===== src/rtl/thp_pkg.sv =====
package thp_pkg;
    typedef enum logic {
        ST_IDLE = 1'b0,
        ST_HOLD = 1'b1
    } hold_state_t;

    localparam int unsigned SYNC_STAGES_DEF = 2;
endpackage


===== src/rtl/thp_sync.sv =====
module thp_sync #(
    parameter int unsigned STAGES = 2
) (
    input  logic clk,
    input  logic async_i,
    output logic sync_o
);
    localparam int unsigned LAST = STAGES - 1;

    logic [LAST:0] chain_q;

    // Free-running chain: keeps tracking during reset so release is clean.
    generate
        if (STAGES == 1) begin : g_single
            always_ff @(posedge clk) chain_q[0] <= async_i;
        end else begin : g_multi
            always_ff @(posedge clk) chain_q <= {chain_q[LAST-1:0], async_i};
        end
    endgenerate

    assign sync_o = chain_q[LAST];
endmodule


===== src/rtl/thp_edge.sv =====
module thp_edge #(
    parameter bit RISE_ONLY = 1'b0
) (
    input  logic clk,
    input  logic sig_i,
    output logic hit_o
);
    logic prev_q;

    // Delayed sample loads continuously, including during reset.
    always_ff @(posedge clk) prev_q <= sig_i;

    generate
        if (RISE_ONLY) begin : g_rise
            assign hit_o = sig_i & ~prev_q;
        end else begin : g_any
            assign hit_o = sig_i ^ prev_q;
        end
    endgenerate
endmodule


===== src/rtl/thp_fsm.sv =====
module thp_fsm
    import thp_pkg::*;
(
    input  logic clk,
    input  logic rst_n,
    input  logic change_i,
    input  logic ref_rise_i,
    output logic pulse_o
);
    hold_state_t state_q, state_d;

    always_comb begin
        state_d = state_q;
        unique case (state_q)
            ST_IDLE: if (change_i) state_d = ST_HOLD;                     // SET_ON_CHANGE
            ST_HOLD: if (ref_rise_i && !change_i) state_d = ST_IDLE;      // CLEAR_ON_REF
            default: state_d = ST_IDLE;
        endcase
    end

    always_ff @(posedge clk) begin
        if (!rst_n) state_q <= ST_IDLE;
        else        state_q <= state_d;
    end

    always_ff @(posedge clk) begin
        if (!rst_n) pulse_o <= 1'b0;
        else        pulse_o <= (state_d == ST_HOLD);
    end

    AST_RESET_LOW:  assert property (@(posedge clk) !rst_n |=> !pulse_o);
    AST_CHANGE_SETS: assert property (@(posedge clk) disable iff (!rst_n) change_i |=> pulse_o);
    AST_HOLD_STABLE: assert property (@(posedge clk) disable iff (!rst_n) (pulse_o && !ref_rise_i) |=> pulse_o);
    AST_REF_CLEARS: assert property (@(posedge clk) disable iff (!rst_n) (pulse_o && ref_rise_i && !change_i) |=> !pulse_o);
    AST_IDLE_QUIET: assert property (@(posedge clk) disable iff (!rst_n) (!pulse_o && !change_i) |=> !pulse_o);
endmodule


===== src/rtl/toggle_hold_pulse.sv =====
module toggle_hold_pulse
    import thp_pkg::*;
#(
    parameter int unsigned SYNC_STAGES = SYNC_STAGES_DEF
) (
    input  logic clk,
    input  logic rst_n,
    input  logic data_in,
    input  logic ref_clk_in,
    output logic pulse_out
);
    logic data_s, ref_s, change, ref_rise;

    thp_sync #(.STAGES(SYNC_STAGES)) u_sync_data (.clk(clk), .async_i(data_in),    .sync_o(data_s));
    thp_sync #(.STAGES(SYNC_STAGES)) u_sync_ref  (.clk(clk), .async_i(ref_clk_in), .sync_o(ref_s));

    thp_edge #(.RISE_ONLY(1'b0)) u_edge_data (.clk(clk), .sig_i(data_s), .hit_o(change));
    thp_edge #(.RISE_ONLY(1'b1)) u_edge_ref  (.clk(clk), .sig_i(ref_s),  .hit_o(ref_rise));

    thp_fsm u_fsm (
        .clk       (clk),
        .rst_n     (rst_n),
        .change_i  (change),
        .ref_rise_i(ref_rise),
        .pulse_o   (pulse_out)
    );
endmodule


===== config.mk =====
export PLATFORM = sky130hd
export DESIGN_NAME = toggle_hold_pulse
export DESIGN_NICKNAME = d
export VERILOG_FILES = /design/src/rtl/thp_pkg.sv /design/src/rtl/thp_sync.sv /design/src/rtl/thp_edge.sv /design/src/rtl/thp_fsm.sv /design/src/rtl/toggle_hold_pulse.sv
export SDC_FILE = /design/constraint.sdc
export NUM_CORES = 1
export LEC_CHECK = 0
export BUFFER_PORTS_ARGS = -buffer_cell sky130_fd_sc_hd__buf_2
export CAP_MARGIN = 5
export CORE_AREA = 2 2 39 41
export DETAILED_ROUTE_END_ITERATION = 8
export DIE_AREA = 0 0 41 43
export SYNTH_ARGS = -nofsm -noshare
export SYNTH_HDL_FRONTEND = slang
export SYNTH_SLANG_ARGS = --single-unit

===== constraint.sdc =====
create_clock -name clk -period 0.8 [get_ports clk]
set_input_delay 0.12 -clock clk [delete_from_list [all_inputs] [get_ports clk]]
set_output_delay 0.12 -clock clk [all_outputs]
set_load 0.005 [all_outputs]

## Word level (Yosys, flattened, before mapping)

Cells that the tools add are included.
W data, S select, Z words.

| storage, ports and cells | value |
|---|---|
| bits of input ports | 4 |
| output and inout bits | 1 |
| register bits | 7 |

| cells by class | value |
|---|---|
| reduce and logical (&&, ||, !) cells | 2 |
| mux-type cells | 3 |
| bitwise operators | 4 |

Operator list:

| cell | count |
|---|---|
| $mux W1 | 2 |
| $not A1 Y1 | 2 |
| $pmux W1 S2 | 1 |
| $and A1 B1 Y1 | 1 |
| $logic_and A1 B1 Y1 | 1 |
| $logic_not A1 Y1 | 1 |
| $xor A1 B1 Y1 | 1 |

## Depth between registers and ports, before layout

Gate-level depths: netlist of run 1.

| logic depth | value |
|---|---|
| depth in word-level cells | 5 |
| gate-level depth with buffers | 3 |
| gate-level depth less buffers | 3 |

## Cells and area by module

Synthesis of run 1 repeated with hierarchy kept, for this count alone.

| unflattened totals | value |
|---|---|
| cell total of the unflattened synthesis | 11 |
| area total of the unflattened synthesis | 183.9 um2 |

Modules (own cells, without submodules):

| module | instances | area each (um2) | seq. area each (um2) | cells each |
|---|---|---|---|---|
| thp_sync | 2 | 40.0 | 40.0 | 2 |
| thp_fsm | 1 | 41.3 | 20.0 | 3 |
| thp_edge at u_edge_ref | 1 | 33.8 | 20.0 | 2 |
| thp_edge at u_edge_data | 1 | 28.8 | 20.0 | 2 |

## Worst setup path before layout of run 1

OpenSTA, ideal clock, no wires.

| path | value |
|---|---|
| kind | flip-flop to flip-flop |
| from | reg u_sync_ref.chain_q[1] |
| to | reg u_fsm.state_q |
| cell stages (with the launch flop) | 4 |
| setup time | 0.122 ns |
| required time | 0.678 ns |
| data arrival time | 0.515 ns |
| setup slack | 0.163 ns |
| cells stage by stage | dfxtp_1 -> inv_1 -> o21ai_0 -> a21boi_1 |

| on the way | value |
|---|---|
| word-level cells in the longest chain between the ends | 4 |

RTL lines:

| item | RTL line | source |
|---|---|---|
| from (decl) | thp_sync.sv:10 | `logic [LAST:0] chain_q;` |
| from (signal assigned) | thp_sync.sv:17 | `always_ff @(posedge clk) chain_q <= {chain_q[LAST-1:0], async_i};` |
| $and A1 B1 Y1 | thp_edge.sv:15 | `assign hit_o = sig_i & ~prev_q;` |
| $logic_and A1 B1 Y1 | thp_fsm.sv:16 | `ST_HOLD: if (ref_rise_i && !change_i) state_d = ST_IDLE;` |
| $mux W1 | thp_fsm.sv:16 |  |
| $pmux W1 S2 | thp_fsm.sv:14 | `unique case (state_q)` |
| to (signal assigned) | thp_fsm.sv:23 | `else state_q <= state_d;` |
| to (decl) | thp_fsm.sv:10 | `hold_state_t state_q, state_d;` |

No other way between the ends.
A chain may end at the register's enable or synchronous reset.

==> results of run 1 <==
[Yosys cell counts]
master / number / area share (%)
dfxtp_1: 7 / 85
xnor2_1: 1 / 5.3
a21boi_1: 1 / 4.5
inv_1: 1 / 2.3
o21ai_0: 1 / 3.0
[layout make-up]
class	instances	area share, %
Inverter	1	1.45
Clock buffer	4	10.1
Tap cell	16	7.73
Timing Repair Buffer	6	17.9
Sequential cell	7	54.6
Multi-Input combinational cell	3	8.21
[path summary, 6_finish.rpt]
check / from / to / slack [ns] / cells past startpoint
max: u_fsm.state_q / pulse_out / 0.01 / 1
min: rst_n / u_fsm.state_q / 0.13 / 2
max reg2reg: u_sync_ref.chain_q[1] / u_fsm.state_q / 0.12 / 3
min reg2reg: u_sync_ref.chain_q[0] / u_sync_ref.chain_q[1] / 0.32 / 0
[repair_timing]
item	CTS	global route
gates cloned	0	0
setup endpoints to repair	1	1
hold buffers	2	0
gates resized for setup	1	1
hold endpoints to repair	2	0
[kinds of logic (layout without fill, tap and decap cells)]
family | after synthesis | in the layout | share of synthesized area (%)
buffers and inverters | 1 | 11 | 2.27
XOR/XNOR | 1 | 1 | 5.30
flip-flops | 7 | 7 | 84.8
AO/OA/AOI/OAI | 2 | 2 | 7.57
[per-layer routing]
metal	global-route usage, %	wire length [um]	vias to the layer above	part of all wire [%]
met5	0	0	-	0
met1	2.60	92	44	42
li1	-	-	54	-
met3	1.57	21	2	9.6
met4	10.0	14	0	6.4
met2	4.38	89	7	41
[report_power, final]
part / switching, W / total, W / internal, W
Sequential: 0.00000838 / 0.000380 / 0.000372
Clock: 0.000117 / 0.000307 / 0.000190
Combinational: 0.00000814 / 0.0000341 / 0.0000260
Total: 0.000134 / 0.000721 / 0.000587
[flip-flops by register name, indices dropped and copies added (netlist names)]
signal / flops
u_sync_ref.chain_q: 2
u_edge_ref.prev_q: 1
u_fsm.state_q: 1
u_edge_data.prev_q: 1
u_sync_data.chain_q: 2
[per-stage QoR]
stage / std cells / power (W) / instance area [um^2] / hold WS, ns / util (%)
floorplan: 11 / 0.000393 / 165 / 0.148 / -
global placement: 31 / 0.000406 / 205 / 0.223 / 14.8
detailed placement: 31 / 0.000408 / 205 / 0.225 / 14.8
CTS: 37 / 0.000737 / 253 / 0.119 / 18.3
global route: 37 / 0.000761 / 259 / 0.129 / 18.7
finish: 37 / 0.000721 / 259 / 0.130 / 18.7
==> summary.md, run 1 <==
| Metric | Value |
|---|---|
| DIE AREA | around 1800 um^2 |
| Drt total wl | approximately 220 um |
| # nets final | 26 |
| Worst Slack Setup Final | 0.0117 ns |
| Pre-CTS setup slack | 0.113 ns |
| Post-CTS Setup Inserts | 0 |
| Max clock buf depth | 2 |
| First-pass GRT wire length | 358 um |
| Final setup viols | 0 |
| DIE WIDTH | 41 um |
| Clk pin slew, worst setup/hold paths | 0.05 ns |
| # port buffers | 4 |
| Minimum clock period | between 0.7 and 0.8 ns |
| Mapped Area | 165 um^2 |
| Initial Util | 11.9% |
| Status | finished, final reports clean |
| DRC | 0 |
| CP top delay family | flip-flops |
| CTS tree | done |
| Syn avg cell area | 15.0 um^2 |
| Slew Limit Fails | 0 |
| Num ports | 5 |
| Remaining Overflow, GRT | 0 |
| Root Driver | clkbuf_4 |
| Clock latency on the worst-skew pair | 0.24 ns |
| Num Clock Sinks | 7 |
| Most frequent cells in the layout | dfxtp_1, clkbuf_4, buf_2 |
| Peak fanout along the critical path | 2 |
| Area delta synth->final | 56.8% |
| Mapped Nets | 15 |
| Pin count of the biggest net entering global routing | 5 |
| Multi-input gate area | 21.3 um^2 |
| Hold crit path type | primary input to flip-flop |
| WS Path Type | flip-flop to output pin |
| Gr usage total | under 10% |
| Critical Path Start Type | flip-flop |
| Pwr dens | about 2800 nW/um^2 |
| Vias in the first global route | between 100 and 150 |
| Initial antenna violation count | 0 |
| CTS H-tree lvls | 1 |
| Cell Chain, Critical Path | buf_6 |
| Worst relative slew slack | 91.3% |
| Cell count after synthesis | 11 |
| Most common cell after layout, fill and taps aside | dfxtp_1 |
| Slowest stage cell, crit path | dfxtp_2 |
| Vias | 107 |
| Seq cells post-synth | 7 |
| Setup_tns | 0 ns |
| Period utilization | between 90% and 100% |
| Slew @ Worst Pin | 0.129 ns |
| Synth Warn # | 0 |
| Sequential area share after synthesis | between 80% and 90% |
| Slowest cell delay on critical path | about 0.32 ns |
| Leakage power figure | 0.112 nW |
| Buf/Inv on CP | 1 |
| Cell row count | 14 |
| # fillers | 149 |
| Die Height | 43 um |
| Clk_skew | between 0.0015 and 0.002 ns |
| Antenna cells | 0 |
| First DRT Iteration DRCs | 0 |
| Routed Antenna Nets | 0 |
| Unrepaired setup endpoints after global routing | yes |
| Maximum capacitance violations | 0 |
| Layout cell share with drive strength beyond 1 | between 30% and 40% |
| Routability cong. | 0.570 |
| Critical Path Sink Type | output pin |
| Core Region | 1380 um^2 |
| Hold Vio Cnt, Final | 0 |
| DRT Pass-1 Iters | 1 |
| Register area | 141 um^2 |
| Critical Path RT | approximately 0.7 ns |
| Synth unique cells | 5 |
| Max frequency | 1270 MHz |
| Total CTS buffers | 3 |
| Drt via density | approximately 2.9 |
| Max VDD drop | slightly below 0.0007 V |
| Drt wl/cell | 5.89 um |
| CP arrival | 0.67 ns |
No activity file was read; power rests on OpenSTA's default activity.
==> run 2: changes to the inputs <==
==> constraint.sdc (replaced) <==
create_clock -name clk -period 0.8 [get_ports clk]
set_input_delay 0.16 -clock clk [delete_from_list [all_inputs] [get_ports clk]]
set_output_delay 0.16 -clock clk [all_outputs]
set_load 0.005 [all_outputs]
==> summary.md, run 2 (synthesis results as in run 1) <==
| Metric | Value |
|---|---|
| Critical Path RT | 0.64 ns (was 0.68 ns) |
| Max clock buf depth | 2 (unchanged) |
| CTS H-tree lvls | 1 (unchanged) |
| # fillers | 149 (unchanged) |
| Vias in the first global route | 100 (was 112) |
| Final setup viols | 1 (was 0) |
| Core Region | 1380 um^2 (unchanged) |
| DRC | 0 (unchanged) |
| Period utilization | 104% (was 98.5%) |
| Unrepaired setup endpoints after global routing | yes (unchanged) |
| Status | complete, but fails checks (was finished, final reports clean) |
| Max frequency | 1210 MHz (was 1270 MHz) |
| Pwr dens | 2880 nW/um^2 (was 2780 nW/um^2) |
| Max VDD drop | 0.000689 V (about the same) |
| Worst Slack Setup Final | -0.0286 ns (was 0.0117 ns) |
| Pre-CTS setup slack | 0.113 ns (unchanged) |
| Register area | 141 um^2 (unchanged) |
| CP arrival | 0.67 ns (about the same) |
| Slowest stage cell, crit path | dfxtp_2 (unchanged) |
| WS Path Type | flip-flop to output pin (unchanged) |
| Drt via density | 2.86 (was 2.89) |
| Buf/Inv on CP | 1 (unchanged) |
| Antenna cells | 0 (unchanged) |
| Pin count of the biggest net entering global routing | 5 (unchanged) |
| Cell Chain, Critical Path | buf_6 (unchanged) |
| Vias | 103 (was 107) |
| Total CTS buffers | 3 (unchanged) |
| Clock latency on the worst-skew pair | 0.24 ns (about the same) |
| Area delta synth->final | 50.8% (was 56.8%) |
| Most frequent cells in the layout | dfxtp_1, clkbuf_4, buf_2 (unchanged) |
| Failing checks | setup timing |
| Multi-input gate area | 21.3 um^2 (unchanged) |
| Tot Pwr | 0.000718 W (was 0.000721 W) |
| Switch share | 18.6% (about the same) |
| CP top delay family | flip-flops (unchanged) |
| # nets final | 25 (was 26) |
| Remaining Overflow, GRT | 0 (unchanged) |
| Layout cell share with drive strength beyond 1 | 40.0% (was 38.1%) |
| Top flop regs | u_sync_data.chain_q: 2 flops, u_sync_ref.chain_q: 2 flops (unchanged) |
| Routed Antenna Nets | 0 (unchanged) |
| DIE AREA | 1760 um^2 (unchanged) |
| Drt wl/cell | 5.78 um (was 5.89 um) |
| CTS tree | done (unchanged) |
| Most common cell after layout, fill and taps aside | dfxtp_1 (unchanged) |
| Worst relative slew slack | 91.3% (unchanged) |
| Slowest cell delay on critical path | 0.32 ns (about the same) |
| Post-CTS Setup Inserts | 0 (unchanged) |
| First-pass GRT wire length | 331 um (was 358 um) |
| Placed Area | 205 um^2 (unchanged) |
| Clk_skew | 0.00203 ns (was 0.00190 ns) |
| Root Driver | clkbuf_4 (unchanged) |
| # port buffers | 4 (unchanged) |
| Hold Vio Cnt, Final | 0 (unchanged) |
| P_int | 0.000584 W (was 0.000587 W) |
| Critical Path Sink Type | output pin (unchanged) |
| Peak fanout along the critical path | 2 (unchanged) |
| Leakage power figure | 0.107 nW (was 0.112 nW) |
| Critical Path Start Type | flip-flop (unchanged) |
| Routability cong. | 0.570 (unchanged) |
| Minimum clock period | 0.829 ns (was 0.788 ns) |
| Num ports | 5 (unchanged) |
| Hold crit path type | primary input to flip-flop (unchanged) |
| Num Clock Sinks | 7 (unchanged) |
| Die Height | 43 um (unchanged) |
| Switch Pwr | 0.000134 W (about the same) |
| DIE WIDTH | 41 um (unchanged) |
| First DRT Iteration DRCs | 0 (unchanged) |
| Maximum capacitance violations | 0 (unchanged) |
| Logic pwr share | 4.2% (was 4.7%) |
| Slew Limit Fails | 0 (unchanged) |
| Cell row count | 14 (unchanged) |
| Gr usage total | 3.83% (was 4.03%) |
| Clk pwr share | 42.8% (was 42.6%) |
| Initial Util | 11.9% (unchanged) |
| Final instance area | 249 um^2 (was 259 um^2) |
| Clk pin slew, worst setup/hold paths | 0.05 ns (about the same) |
| Part of the power in registers | 53.0% (was 52.7%) |
| Drt total wl | 208 um (was 218 um) |
| Initial antenna violation count | 0 (unchanged) |
| DRT Pass-1 Iters | 1 (unchanged) |
| Slew @ Worst Pin | 0.129 ns (unchanged) |
## run 2: repair_timing
action	in CTS	in global routing
hold buffers	0	1
endpoints found under the hold margin	0	1
pin swaps	0	0
setup endpoints to repair	1	1
resized for setup	1	1
## run 2: cell type report
| type | count | share of cell area, % |
|---|---|---|
| Sequential cell | 7 | 56.8 |
| Clock buffer | 4 | 10.6 |
| Timing Repair Buffer | 5 | 14.6 |
| Multi-Input combinational cell | 3 | 8.54 |
| Inverter | 1 | 1.51 |
| Tap cell | 16 | 8.04 |
## run 2: per-stage QoR
| stage | hold slack [ns] | setup TNS (ns) | utilization, % | std cells |
|---|---|---|---|---|
| global placement | 0.263 | 0 | 14.8 | 31 |
| floorplan | 0.188 | 0 | - | 11 |
| detailed placement | 0.265 | 0 | 14.8 | 31 |
| CTS | 0.00141 | -0.0517 | 16.8 | 35 |
| finish | 0.0168 | -0.0286 | 18.0 | 36 |
| global route | 0.000898 | -0.0618 | 18.0 | 36 |
## run 2: worst paths after layout
check	cells past startpoint	from	slack (ns)	endpoint
setup / recovery	1	u_fsm.state_q	-0.03	pulse_out
hold / removal	1	data_in	0.02	u_sync_data.chain_q[0]
hold reg to reg	0	u_sync_ref.chain_q[0]	0.32	u_sync_ref.chain_q[1]
setup reg to reg	3	u_sync_ref.chain_q[1]	0.12	u_fsm.state_q
## run 2: metal layers
metal | vias up | track usage (%) | wire (um)
met4 | 0 | 10.0 | 14
met5 | - | 0 | 0
met2 | 7 | 3.75 | 84
li1 | 52 | - | -
met1 | 42 | 2.60 | 88
met3 | 2 | 1.57 | 20
## run 2: power groups by stage
stage	clock (W)	sequential (W)	combinational [W]
2_1_floorplan	0	0.000384	0.00000936
3_3_place_gp	0	0.000384	0.0000223
3_5_place_dp	0	0.000386	0.0000220
4_1_cts	0.000328	0.000380	0.0000221
5_1_grt	0.000342	0.000381	0.0000341
6_report	0.000307	0.000380	0.0000303
==> run 3: changes to the inputs <==
--- a/config.mk
+++ b/config.mk
@@ -10,6 +10,8 @@
 export CORE_AREA = 2 2 39 41
 export DETAILED_ROUTE_END_ITERATION = 8
 export DIE_AREA = 0 0 41 43
+export RECOVER_POWER = 100
+export SETUP_SLACK_MARGIN = 0.4
 export SYNTH_ARGS = -nofsm -noshare
 export SYNTH_HDL_FRONTEND = slang
 export SYNTH_SLANG_ARGS = --single-unit
==> summary.md, run 3 (synthesis results as in run 1) <==
| Metric | Value |
|---|---|
| Status | complete, but fails checks (unchanged) |
| Failing checks | setup timing (unchanged) |
| Routed Antenna Nets | 0 (unchanged) |
| # port buffers | 4 (unchanged) |
| CP top delay family | flip-flops (unchanged) |
| Critical Path RT | 0.64 ns (about the same) |
| Vias | 97 (was 103) |
| Peak fanout along the critical path | 2 (unchanged) |
| Drt total wl | 213 um (was 208 um) |
| DRC | 0 (unchanged) |
| Reg2Reg Depth | 2 (was 3) |
| First-pass GRT wire length | 310 um (was 331 um) |
| CTS tree | done (unchanged) |
| Cell row count | 14 (unchanged) |
| Slowest cell delay on critical path | 0.31 ns (was 0.32 ns) |
| Vias in the first global route | 90 (was 100) |
| Final setup viols | 1 (unchanged) |
| Worst Slack Setup Final | -0.0343 ns (was -0.0286 ns) |
| Pwr dens | 2960 nW/um^2 (was 2880 nW/um^2) |
| Max frequency | 1200 MHz (was 1210 MHz) |
| Critical Path Sink Type | output pin (unchanged) |
| Critical path depth | 1 (unchanged) |
| Clock latency on the worst-skew pair | 0.24 ns (about the same) |
| Unrepaired setup endpoints after global routing | yes (unchanged) |
| Cell Chain, Critical Path | buf_2 (was buf_6) |
| Hold crit path type | primary input to flip-flop (unchanged) |
| Routability cong. | 0.550 (was 0.570) |
| Period utilization | 104% (about the same) |
| Core Region | 1380 um^2 (unchanged) |
| Buf/Inv on CP | 1 (unchanged) |
| Remaining Overflow, GRT | 0 (unchanged) |
| First DRT Iteration DRCs | 0 (unchanged) |
| # nets final | 24 (was 25) |
| Num Clock Sinks | 7 (unchanged) |
| Minimum clock period | 0.834 ns (was 0.829 ns) |
| Drt wl/cell | 6.09 um (was 5.78 um) |
| Initial antenna violation count | 0 (unchanged) |
| Area delta synth->final | 46.2% (was 50.8%) |
| Hold_buf cts | 0 (unchanged) |
| Leakage power figure | 0.107 nW (about the same) |
| Post-Route Utilization | 17.5% (was 18.0%) |
| Max VDD drop | 0.000971 V (was 0.000689 V) |
| Most common cell after layout, fill and taps aside | dfxtp_1 (unchanged) |
| Setup_tns | -0.0343 ns (was -0.0286 ns) |
| Slew Limit Fails | 0 (unchanged) |
| Total CTS buffers | 3 (unchanged) |
| CP arrival | 0.67 ns (about the same) |
| Clk_skew | 0.00296 ns (was 0.00203 ns) |
| DIE WIDTH | 41 um (unchanged) |
| Maximum capacitance violations | 0 (unchanged) |
| Top flop regs | u_sync_data.chain_q: 2 flops, u_sync_ref.chain_q: 2 flops (unchanged) |
| Num ports | 5 (unchanged) |
| Antenna cells | 0 (unchanged) |
| Clk pin slew, worst setup/hold paths | 0.05 ns (about the same) |
| Gr usage total | 3.12% (was 3.83%) |
| Layout cell share with drive strength beyond 1 | 52.6% (was 40.0%) |
| Initial Util | 11.9% (unchanged) |
| Slew @ Worst Pin | 0.121 ns (was 0.129 ns) |
| Worst relative slew slack | 91.9% (was 91.3%) |
| Cell count of the worst hold path | 1 (unchanged) |
| Max clock buf depth | 2 (unchanged) |
| Hold Vio Cnt, Final | 0 (unchanged) |
| Critical Path Start Type | flip-flop (unchanged) |
| Root Driver | clkbuf_4 (unchanged) |
| Die Height | 43 um (unchanged) |
| Slowest stage cell, crit path | dfxtp_2 (unchanged) |
| DRT Pass-1 Iters | 1 (unchanged) |
| WS Path Type | flip-flop to output pin (unchanged) |
| CTS H-tree lvls | 1 (unchanged) |
| Pin count of the biggest net entering global routing | 5 (unchanged) |
| Most frequent cells in the layout | dfxtp_1, buf_2, clkbuf_4 (was dfxtp_1, clkbuf_4, buf_2) |
| Drt via density | 2.77 (was 2.86) |
| DIE AREA | 1760 um^2 (unchanged) |
==> run 3: cell count changes in the layout (fill, tap and decap cells not counted), sizes merged <==
cell,before,now
dlygate4sd3,1,0
==> run 3: report_power, final <==
| group | internal (W) | switching [W] |
|---|---|---|
| registers | 0.000372 | 0.00000879 |
| clock network | 0.000190 | 0.000119 |
| logic | 0.0000174 | 0.00000764 |
==> run 3: worst paths after layout <==
check	startpoint	to	slack, ns
setup reg to reg	u_sync_data.chain_q[1]	u_fsm.state_q	0.13
hold / removal	ref_clk_in	u_sync_ref.chain_q[0]	0.01
hold reg to reg	u_sync_data.chain_q[0]	u_sync_data.chain_q[1]	0.32
setup / recovery	u_fsm.state_q	pulse_out	-0.03
==> run 3: through the flow <==
step	std cells	worst slack [ns]	instance area [um^2]	total power (W)	hold slack, ns
after global placement	31	0.174	205	0.000407	0.263
after floorplan	11	0.195	165	0.000394	0.188
after CTS	35	-0.0476	236	0.000731	0.00197
after global routing	35	-0.0576	241	0.000747	0.00138
after detailed placement	31	0.150	205	0.000408	0.265
final	35	-0.0343	241	0.000714	0.0132
==> run 3: repair_timing <==
action / 4_1_cts / 5_1_grt
setup buffers: 0 / 0
gates resized for setup: 4 / 1
gates cloned: 0 / 0
pin swaps: 0 / 1
endpoints found under the setup margin: 4 / 4
==> run 3: cell type report <==
type                            instances  area [um^2]
Tap cell                               16         20.0
Multi-Input combinational cell          3         28.8
Timing Repair Buffer                    4         20.0
Inverter                                1         3.75
Fill cell                             151         1140
Sequential cell                         7          143
Clock buffer                            4         26.3
==> run 3: metal layers <==
layer / vias to the layer above / part of all wire, % / global-route usage (%)
met2: 5 / 44 / 2.81
li1: 49 / - / -
met4: 0 / 0 / 6.00
met3: 0 / 9.9 / 1.57
met5: - / 0 / 0
met1: 43 / 46 / 3.25
